===== src/rtl/lc_vc_endpoint.sv =====
module lc_vc_endpoint #(
  parameter int NSLOT  = 4,
  parameter int SLOT   = 2,
  parameter int IS_SRC = 1,
  parameter int IDW    = 4,
  parameter int VCID   = 5,
  parameter int DW     = 16,
  parameter int DEPTH  = 4,
  localparam int SW    = (NSLOT > 1) ? $clog2(NSLOT) : 1,
  localparam int AW    = (DEPTH > 1) ? $clog2(DEPTH) : 1
) (
  input  logic           clk,
  input  logic           rst_n,
  input  logic           in_valid,
  input  logic           in_full,
  input  logic [IDW-1:0] in_vcid,
  input  logic [DW-1:0]  in_data,
  output logic           out_valid,
  output logic           out_full,
  output logic [IDW-1:0] out_vcid,
  output logic [DW-1:0]  out_data,
  output logic [SW-1:0]  slot_q,
  input  logic           tx_valid,
  input  logic [DW-1:0]  tx_data,
  output logic           tx_ready,
  output logic           rx_valid,
  output logic [DW-1:0]  rx_data,
  input  logic           rx_ready
);
  logic [DW-1:0] mem [DEPTH];
  logic [AW-1:0] wr_p, rd_p;
  logic [AW:0]   cnt;
  logic          push, pop, load, unload, boot_q, boot_go;
  logic [DW-1:0] wdata;

  wire fifo_empty = (cnt == '0);
  wire fifo_full  = (cnt == (AW+1)'(DEPTH));
  wire hit        = in_valid && (in_vcid == IDW'(VCID));
  wire slot_hit   = (slot_q == SW'(SLOT));

  generate
    if (IS_SRC != 0) begin : g_src
      assign load     = hit && !in_full && !fifo_empty;
      assign unload   = 1'b0;
      assign push     = tx_valid && !fifo_full;
      assign pop      = load;
      assign wdata    = tx_data;
      assign tx_ready = !fifo_full;
      assign rx_valid = 1'b0;
      assign rx_data  = '0;
    end else begin : g_dst
      assign load     = 1'b0;
      assign unload   = hit && in_full && !fifo_full;
      assign push     = unload;
      assign pop      = rx_ready && !fifo_empty;
      assign wdata    = in_data;
      assign tx_ready = 1'b0;
      assign rx_valid = !fifo_empty;
      assign rx_data  = mem[rd_p];
    end
  endgenerate

  assign boot_go = boot_q && slot_hit && !in_valid;

  always_ff @(posedge clk or negedge rst_n) begin
    if (!rst_n) begin
      slot_q <= '0;
      boot_q <= (IS_SRC != 0);
    end else begin
      slot_q <= (slot_q == SW'(NSLOT-1)) ? '0 : slot_q + 1'b1;
      if (boot_go) boot_q <= 1'b0;
    end
  end

  always_ff @(posedge clk or negedge rst_n) begin
    if (!rst_n) begin
      wr_p <= '0;
      rd_p <= '0;
      cnt  <= '0;
    end else begin
      if (push) wr_p <= (wr_p == AW'(DEPTH-1)) ? '0 : wr_p + 1'b1;
      if (pop)  rd_p <= (rd_p == AW'(DEPTH-1)) ? '0 : rd_p + 1'b1;
      cnt <= cnt + (AW+1)'(push) - (AW+1)'(pop);
    end
  end

  always_ff @(posedge clk) begin
    if (push) mem[wr_p] <= wdata;
  end

  always_ff @(posedge clk or negedge rst_n) begin
    if (!rst_n) begin
      out_valid <= 1'b0;
      out_full  <= 1'b0;
      out_vcid  <= '0;
      out_data  <= '0;
    end else begin
      out_valid <= in_valid || boot_go;
      if (in_valid) begin
        out_full <= (in_full && !unload) || load;
        out_vcid <= in_vcid;
        out_data <= load ? mem[rd_p] : in_data;
      end else if (boot_go) begin
        out_full <= 1'b0;
        out_vcid <= IDW'(VCID);
        out_data <= '0;
      end else begin
        out_full <= 1'b0;
      end
    end
  end
endmodule


===== config.mk =====
export PLATFORM = sky130hd
export DESIGN_NAME = lc_vc_endpoint
export DESIGN_NICKNAME = d
export VERILOG_FILES = /design/src/rtl/lc_vc_endpoint.sv
export SDC_FILE = /design/constraint.sdc
export NUM_CORES = 1
export LEC_CHECK = 0
export BUFFER_PORTS_ARGS = -buffer_cell sky130_fd_sc_hd__buf_2
export CAP_MARGIN = 40
export CELL_PAD_IN_SITES_DETAIL_PLACEMENT = 1
export CELL_PAD_IN_SITES_GLOBAL_PLACEMENT = 2
export CORE_ASPECT_RATIO = 1.5
export CORE_MARGIN = 2
export CORE_UTILIZATION = 38
export CTS_BUF_LIST = sky130_fd_sc_hd__clkbuf_16
export CTS_CLUSTER_DIAMETER = 40
export DETAILED_ROUTE_END_ITERATION = 10
export PLACE_DENSITY = 0.84
export SLEW_MARGIN = 20
export SYNTH_ARGS = -nofsm -noshare
export SYNTH_HDL_FRONTEND = slang
export SYNTH_SLANG_ARGS = --single-unit

===== constraint.sdc =====
create_clock -name clk -period 3.2 [get_ports clk]
set_input_delay 0.32 -clock clk [delete_from_list [all_inputs] [get_ports clk]]
set_output_delay 0.32 -clock clk [all_outputs]
set_load 0.01 [all_outputs]

Yosys cells after proc, flatten, opt, wreduce, memory -nomap -nowiden. Memory sizes are Yosys's and may differ from the RTL's. Cells that the tools add are included.

Bits in latches: 0. Output and inout bits: 42. Bits in read-only memories: 0. Input bits: 42. Register bits: 32. Memories kept: 1. Word-level logic and storage cells: 46. Bits in writable memories: 64.

Memory list: mem (depth 4, bits a word 16, rd ports 1, clocked after memory_dff 0, write ports 1, line 30) `logic [DW-1:0] mem [DEPTH];`.

Multiply operators: 0. $lt $le $gt $ge: 0. Shifts and indexed selects: 0. Divide/modulo/power cells: 0. Equality and inequality tests: 6. Mux-type cells: 11. Reduce and logical (&&, ||, !) cells: 14. Add/subtract/negate cells: 5. Bitwise logic cells: 0.

Operator list (count): 16-bit two-way mux (3); 2-bit equality test (second input constant) (4); 4-bit two-way mux (2); 2-bit by 1-bit adder with 2-bit output (second input constant) (3); 1-bit logical AND (6); 2-bit two-way mux (3); 4-bit by 3-bit equality test with 1-bit output (second input constant) (1); 1-bit zero test (4); 3-bit by 1-bit adder with 3-bit output (1); 3-bit equality test (second input constant) (1); 3-bit zero test (1); 1-bit two-way mux (3); 3-bit by 1-bit subtractor with 3-bit output (1); 1-bit logical OR (2); 2-bit nonzero test (1).

Longest topological paths before layout. Gate-level depths: netlist of the first run.

Depth in word-level cells: 6. Gate-level depth with buffers: 11. Gate-level depth less buffers: 10.

Worst setup path before layout of the first run. Ideal clock, no wire load.

Path kind: register to register. Start point: register cnt[1]. End point: register cnt[2]. Required time: 3.074 ns. Setup time: 0.126 ns. Cell stages (with the launch flop): 12. Path buffers: 2. Arrival: 2.284 ns. Period minus slack after synthesis: 2.410 ns. Slack: 0.790 ns. Cells stage by stage: dfrtp_1 > or3_1 > buf_6 > and3_4 > buf_6 > ha_1 > inv_1 > ha_1 > inv_1 > fa_1 > xnor2_1 > xnor2_1.

Cells in the longest elaborated chain, start to end: 5. Elaborated cells on any way between the ends: 8. Classes of those cells: add/sub: 2; eq/ne: 1; reduce/logical: 5.

RTL lines: start: declaration (line 32) `logic [AW:0] cnt;`; start signal: assignment (line 83) `cnt <= cnt + (AW+1)'(push) - (AW+1)'(pop);`; 3-bit equality test (line 37) `wire fifo_full = (cnt == (AW+1)'(DEPTH));`; 1-bit zero test (line 45) `assign push = tx_valid && !fifo_full;`; 1-bit logical AND (line 45); 3-bit by 1-bit adder with 3-bit output (line 83); 3-bit by 1-bit subtractor with 3-bit output * (line 83).

Every way passes the cells marked *; elsewhere a longest branch is shown, timed or not. A chain may end at the register's enable or synchronous reset.

Final worst setup path of the first run. Ends and elaborated chain as after synthesis.

==> impl_metrics.env, run 1 <==
export IMPL_cap_violations=0
export IMPL_first_iter_violations=96
export IMPL_avgRoutedWirePerCell_um=18.3
export IMPL_crit_slowest_cell="dfrtp_1"
export IMPL_synth_xor_area_frac=0.00424
export IMPL_first_pass_iters=4
export IMPL_drive_above_1_share=0.348
export IMPL_cts_hold_buf=0
export IMPL_synth_common_cells="edfxtp_1, dfrtp_1, buf_4"
export IMPL_yosysWarnings=0
export IMPL_dp_hpwl_um=6410
export IMPL_ioPinCount=84
export IMPL_fin_cells=480
export IMPL_worst_pin_slew_ns=0.787
export IMPL_overflow=0
export IMPL_muxShareOfSynthArea=0.0999
export IMPL_final_net_count=383
export IMPL_fin_crit_sh=0.785
export IMPL_grt_pass1_wl_um=14000
export IMPL_power_density_nw_per_um2=744
export IMPL_grt_pass1_vias=2633
export IMPL_slowest_delay_ns=0.46
export IMPL_ys_flop_type="edfxtp_1"
export IMPL_fillers=1117
export IMPL_min_period_ns=2.51
export IMPL_ys_ff_latch=96
export IMPL_synth_distinct_cells=36
export IMPL_tns_ns=0
export IMPL_synth_edf_count=64
export IMPL_hold_viol_final=0
export IMPL_end_kind="register"
export IMPL_outcome="completed"
export IMPL_clock_latency_ns=0.34
export IMPL_post_cts_setup_buffers=0
export IMPL_holdCritPathClass="primary input to register"
export IMPL_start_util=0.390
export IMPL_leakage_uw=0.00190
export IMPL_worst_path_buf_inv=3
export IMPL_peakVddDrop_v=0.000345
export IMPL_grtUsageTotal=0.160
export IMPL_yosys_area_top_type="edfxtp_1"
export IMPL_ant_nets=0
export IMPL_syn_area_um2=4130
export IMPL_place_gp_congestion=0.704
export IMPL_die_area_um2=11700
export IMPL_grt_max_degree=38
export IMPL_drv_slew=0
export IMPL_worstPathRequired_ns=3.42
export IMPL_cts_clk_slew_worst_paths_ns=0.06
export IMPL_drt_total_wl_um=8760
export IMPL_clock_root_buffer="clkbuf_16"
export IMPL_routed_via_density=5.05
export IMPL_antenna_found_initial=0
export IMPL_yosys_area_share_simple=0.0621
export IMPL_syn_area_per_cell_um2=15.8
export IMPL_fmax_ghz=0.398
export IMPL_cts_resized=0
export IMPL_clkSinkCount=96
export IMPL_yosysMostFrequentCell="edfxtp_1"
export IMPL_critical_path_max_fanout=17
export IMPL_fp_row_count=46
export IMPL_routed_via_count=2423
export IMPL_critPathLaunchType="register"
export IMPL_fin_skew_ns=0.00775
export IMPL_yosys_area_share_adder=0.0321
export IMPL_async_flop_share=0.333
export IMPL_cts_tree="yes"
export IMPL_synth_seq_area_share=0.659
export IMPL_synthTopCellsByArea="edfxtp_1, dfrtp_1, mux4_2"
export IMPL_clockBufferDepth=2
export IMPL_critPathKind="register to register"
export IMPL_die_h_um=132
export IMPL_synth_top_family_by_area="multiplexers"
export IMPL_maxSlewHeadroom=0.475
export IMPL_synth_cells=261
export IMPL_arrival_ns=2.73
export IMPL_dpl_cell_area_um2=4590
export IMPL_rsz0062_at_grt="no"
export IMPL_setup_violations=0
export IMPL_n_antenna_cell=0
export IMPL_drcViolationCount=0
export IMPL_synth_top_area_share=0.465
export IMPL_port_buffers=65
export IMPL_worstPathCellList="or3_1 -> buf_4 -> and3_4 -> ha_1 -> inv_1 -> ha_1 -> inv_1 -> fa_1 -> xnor2_1 -> xnor2_1"
export IMPL_seq_area_um2=2720
export IMPL_final_area_um2=4910
export IMPL_core_area_um2=10600
export IMPL_area_growth_pct=18.8
export IMPL_critical_path_top_delay_family="adder cells"
export IMPL_multi_input_area_um2=1210
export IMPL_die_w_um=89.1
export IMPL_placedCellCount=462
export IMPL_synth_compound_area_frac=0.0772
export IMPL_htree_levels=3
export IMPL_numCtsBuffers=9
==> layout make-up <==
type / count / share of cell area
clock inverter: 6 / 0.00688
tap: 144 / 0.0367
multi-input combinational: 135 / 0.247
timing repair buffer: 79 / 0.0954
sequential: 96 / 0.555
clock buffer: 10 / 0.0510
inverter: 10 / 0.00765
==> kinds of logic after synthesis <==
kind of cell	count (synthesis)
xor gates and xnor gates	2
adders and majority gates	10
DFF	96
buffers and inverters	46
AOI/OAI and AO/OA	39
and+or+nand+nor	47
other	1
muxes	20
==> cells in the final DEF, fill, tap and decap left out, types with 2 or more instances in the layout <==
master,instances
o211ai_1,16
conb_1,17
clkinvlp_4,2
clkbuf_16,10
buf_4,6
edfxtp_1,64
mux2_4,2
a32oi_1,16
buf_6,6
and3_1,4
nor2_1,3
inv_1,12
dfrtp_1,31
xnor2_1,2
nand2_1,16
mux4_2,16
mux2_2,2
buf_2,65
ha_1,9
a22o_1,2
nand4_1,16
o22a_1,2
==> state kept, by name, indices dropped and copies added, names as in the netlist <==
register   flops
out_valid      1
out_full       1
wr_p           2
slot_q         2
mem           64
out_vcid       4
boot_q         1
cnt            3
out_data      16
rd_p           2
==> through the flow <==
stage	power [uW]	worst slack [ns]	hold slack [ns]	utilization
4_1_cts	3700	0.669	0.0644	0.461
6_report	3650	0.689	0.192	0.463
2_1_floorplan	2350	0.790	0.0244	-
3_5_place_dp	2680	0.690	0.437	0.434
5_1_grt	3850	0.569	0.189	0.463
3_3_place_gp	2580	0.734	0.426	0.427
==> final timing paths <==
check / to / depth (start not counted) / startpoint / slack, ns
worst max-delay path: cnt[2]$_DFF_PN0_ / 10 / cnt[1]$_DFF_PN0_ / 0.69
worst min-delay path: mem[3][11]$_DFFE_PP_ / 1 / tx_data[11] / 0.19
worst max register to register: cnt[2]$_DFF_PN0_ / 10 / cnt[1]$_DFF_PN0_ / 0.69
worst min register to register: slot_q[0]$_DFF_PN0_ / 1 / slot_q[0]$_DFF_PN0_ / 0.47
max in group asynchronous: boot_q$_DFFE_PN1P_ / 3 / rst_n / 2.48
min in group asynchronous: wr_p[0]$_DFFE_PN0P_ / 2 / rst_n / 0.30
==> worst reg2reg max path, stage by stage (launching register included) <==
cell and delay, ns:
dfrtp_1 0.46, or3_1 0.38, buf_4 0.20, and3_4 0.23, ha_1 0.27, inv_1 0.05, ha_1 0.12, inv_1 0.04
fa_1 0.37, xnor2_1 0.15, xnor2_1 0.13
==> routing by layer <==
layer / track usage / vias up / share of wire
met5: 0 / - / 0
met4: 0.0688 / 0 / 0.021
met3: 0.0477 / 12 / 0.053
met2: 0.269 / 70 / 0.54
met1: 0.185 / 1222 / 0.39
li1: - / 1119 / -
==> power breakdown <==
part / internal, uW / total, uW / leakage (uW) / switching (uW)
sequential: 1600 / 1730 / 0.000968 / 137
clock: 567 / 1020 / 0.000143 / 448
combinational: 429 / 904 / 0.000791 / 475
(Power assumes the default switching activity.)
==> run 2: changes to the inputs <==
Clock period 3.2 ns to 2.5 ns, I/O delays scaled along.
==> run 2 against run 1 <==
- critical path depth is the same
- global-route usage grew 1.2 points
- clock-buffer cell count shrank 1
- sequential power grew 28%
- utilization grew 0.11 points
- register-to-register slack lost 0.58 ns
- wire length grew 6.2%
- fmax grew 5.1%
- clock skew shrank 0.0033 ns
- non-clock buffer count grew 3
- sequential share of layout area shrank 0.076 points
- first-iteration DRC count shrank 19%
- critical path type unchanged
- largest power group unchanged
- highest routed layer unchanged
==> impl_metrics.env, run 2 (synthesized netlist as in run 1, its figures left out) <==
export IMPL_place_gp_congestion=0.748
export IMPL_p_total_uw=4740
export IMPL_drv_slew=0
export IMPL_power_density_nw_per_um2=965
export IMPL_worstSetupEndpoint="cnt[2]$_DFF_PN0_"
export IMPL_clock_latency_ns=0.34
export IMPL_final_cell_mix="buf_2, edfxtp_1, dfrtp_1"
export IMPL_drt_total_wl_um=9310
export IMPL_seq_power_share=0.466
export IMPL_worstPathRequired_ns=2.72
export IMPL_cts_clk_slew_worst_paths_ns=0.06
export IMPL_routed_via_density=5.22
export IMPL_grtUsageTotal=0.172
export IMPL_avgRoutedWirePerCell_um=19.3
export IMPL_htree_levels=3
export IMPL_worst_slack_ns=0.110
export IMPL_crit_start="cnt[1]$_DFF_PN0_"
export IMPL_largest_reg_flops=64
export IMPL_reg_top3="mem: 64 flops, out_data: 16 flops, out_vcid: 4 flops"
export IMPL_die_area_um2=11700
export IMPL_gr_usage_met3=0.0433
export IMPL_ant_nets=0
export IMPL_final_net_count=386
export IMPL_regMostFlops="mem"
export IMPL_grt_pass1_wl_um=15000
export IMPL_clock_root_buffer="clkbuf_16"
export IMPL_ioPinCount=84
export IMPL_power_frac_comb=0.259
export IMPL_fp_row_count=46
export IMPL_core_area_um2=10600
export IMPL_dp_hpwl_um=6300
export IMPL_fin_crit_sh=0.956
export IMPL_min_period_ns=2.39
export IMPL_die_h_um=132
export IMPL_fillers=1120
export IMPL_n_antenna_cell=0
export IMPL_r2r_end="cnt[2]$_DFF_PN0_"
export IMPL_overflow=0
export IMPL_dp_slack_ns=0.126
export IMPL_antenna_found_initial=1
export IMPL_critPathKind="register to register"
export IMPL_clkPwrFrac=0.275
export IMPL_r2r_slack_ns=0.11
export IMPL_numCtsBuffers=9
export IMPL_grt_pass1_vias=2750
export IMPL_hold_viol_final=0
export IMPL_final_common_cell="buf_2"
export IMPL_grt_max_degree=38
export IMPL_first_pass_iters=4
export IMPL_first_iter_violations=78
export IMPL_critical_path_max_fanout=5
export IMPL_netSwitchingPower_uw=1370
export IMPL_drcViolationCount=0
export IMPL_cap_violations=0
export IMPL_outcome="completed"
export IMPL_drive_above_1_share=0.361
export IMPL_use_met1=0.207
export IMPL_post_cts_setup_buffers=0
export IMPL_fin_skew_ns=0.00445
export IMPL_area_growth_pct=19.0
export IMPL_arrival_ns=2.61
export IMPL_routed_via_count=2517
export IMPL_peakVddDrop_v=0.000404
export IMPL_critPathLaunchType="register"
export IMPL_die_w_um=89.1
export IMPL_start_util=0.390
export IMPL_grt_busiest_layer="met2"
export IMPL_internal_power_uw=3370
export IMPL_setup_violations=0
export IMPL_clockBufferDepth=2
export IMPL_r2r_start="cnt[1]$_DFF_PN0_"
export IMPL_holdCritPathClass="primary input to register"
export IMPL_cts_tree="yes"
export IMPL_rr_worst_depth=10
export IMPL_switching_share=0.289
export IMPL_port_buffers=65
export IMPL_clkSinkCount=96
export IMPL_leakage_uw=0.00192
export IMPL_end_kind="register"
export IMPL_grtUsageMet2=0.288
export IMPL_fmax_ghz=0.418
## run 2: through the flow
step | TNS [ns] | instances | hold WS (ns) | util | cell area (um^2)
final | 0 | 482 | 0.125 | 0.464 | 4920
after global routing | -0.00705 | 482 | 0.123 | 0.464 | 4920
after CTS | 0 | 480 | 0.113 | 0.460 | 4870
after global placement | 0 | 464 | 0.376 | 0.433 | 4590
after detailed placement | 0 | 464 | 0.364 | 0.433 | 4590
after floorplan | 0 | 277 | -0.0456 | - | 4190
## run 2: repair_timing
item                                    in CTS  in global routing
gates resized for setup                      0                  3
hold endpoints to repair                     2                  0
endpoints found under the setup margin       0                  1
hold buffers                                 1                  0
## run 2: worst min path at each step
stage	cells past startpoint	to	start	slack, ns
6_report	1	mem[1][9]$_DFFE_PP_	tx_data[9]	0.12
3_3_place_gp	1	out_data[4]$_DFFE_PN0P_	rst_n	0.38
2_1_floorplan	0	cnt[0]$_DFF_PN0_	rst_n	-0.05
4_1_cts	1	mem[1][9]$_DFFE_PP_	tx_data[9]	0.11
5_1_grt	1	mem[0][13]$_DFFE_PP_	tx_data[13]	0.12
3_5_place_dp	1	out_data[3]$_DFFE_PN0P_	rst_n	0.36
## run 2: routing by layer
layer | share of wire | vias up
li1 | - | 1127
met1 | 0.39 | 1292
met2 | 0.53 | 87
met3 | 0.056 | 11
met4 | 0.020 | 0
met5 | 0 | -
## run 2: final cells by class
class | instances | area [um^2] | area share
clock inverters | 6 | 52.6 | 0.0107
repair buffers | 82 | 475 | 0.0967
clock buffers | 9 | 225 | 0.0458
flip-flops and latches | 96 | 2730 | 0.554
well taps | 144 | 180 | 0.0366
multi-input cells | 135 | 1220 | 0.248
inverters | 10 | 37.5 | 0.00763
## run 2: worst max-delay path, cell delays in order, from the launching register on
cell	delay (ns)
dfrtp_2	0.46
or3b_1	0.39
and2_1	0.21
inv_1	0.07
ha_1	0.23
inv_1	0.06
ha_1	0.13
inv_1	0.05
fa_1	0.40
xnor2_2	0.15
xnor2_1	0.13
## run 2: power by group through the flow
| stage | combinational [uW] | clock, uW | sequential [uW] |
|---|---|---|---|
| finish | 1230 | 1300 | 2210 |
| global route | 1350 | 1390 | 2250 |
| CTS | 1200 | 1330 | 2240 |
| detailed placement | 1190 | 0 | 2260 |
| global placement | 1120 | 0 | 2220 |
| floorplan | 813 | 0 | 2200 |
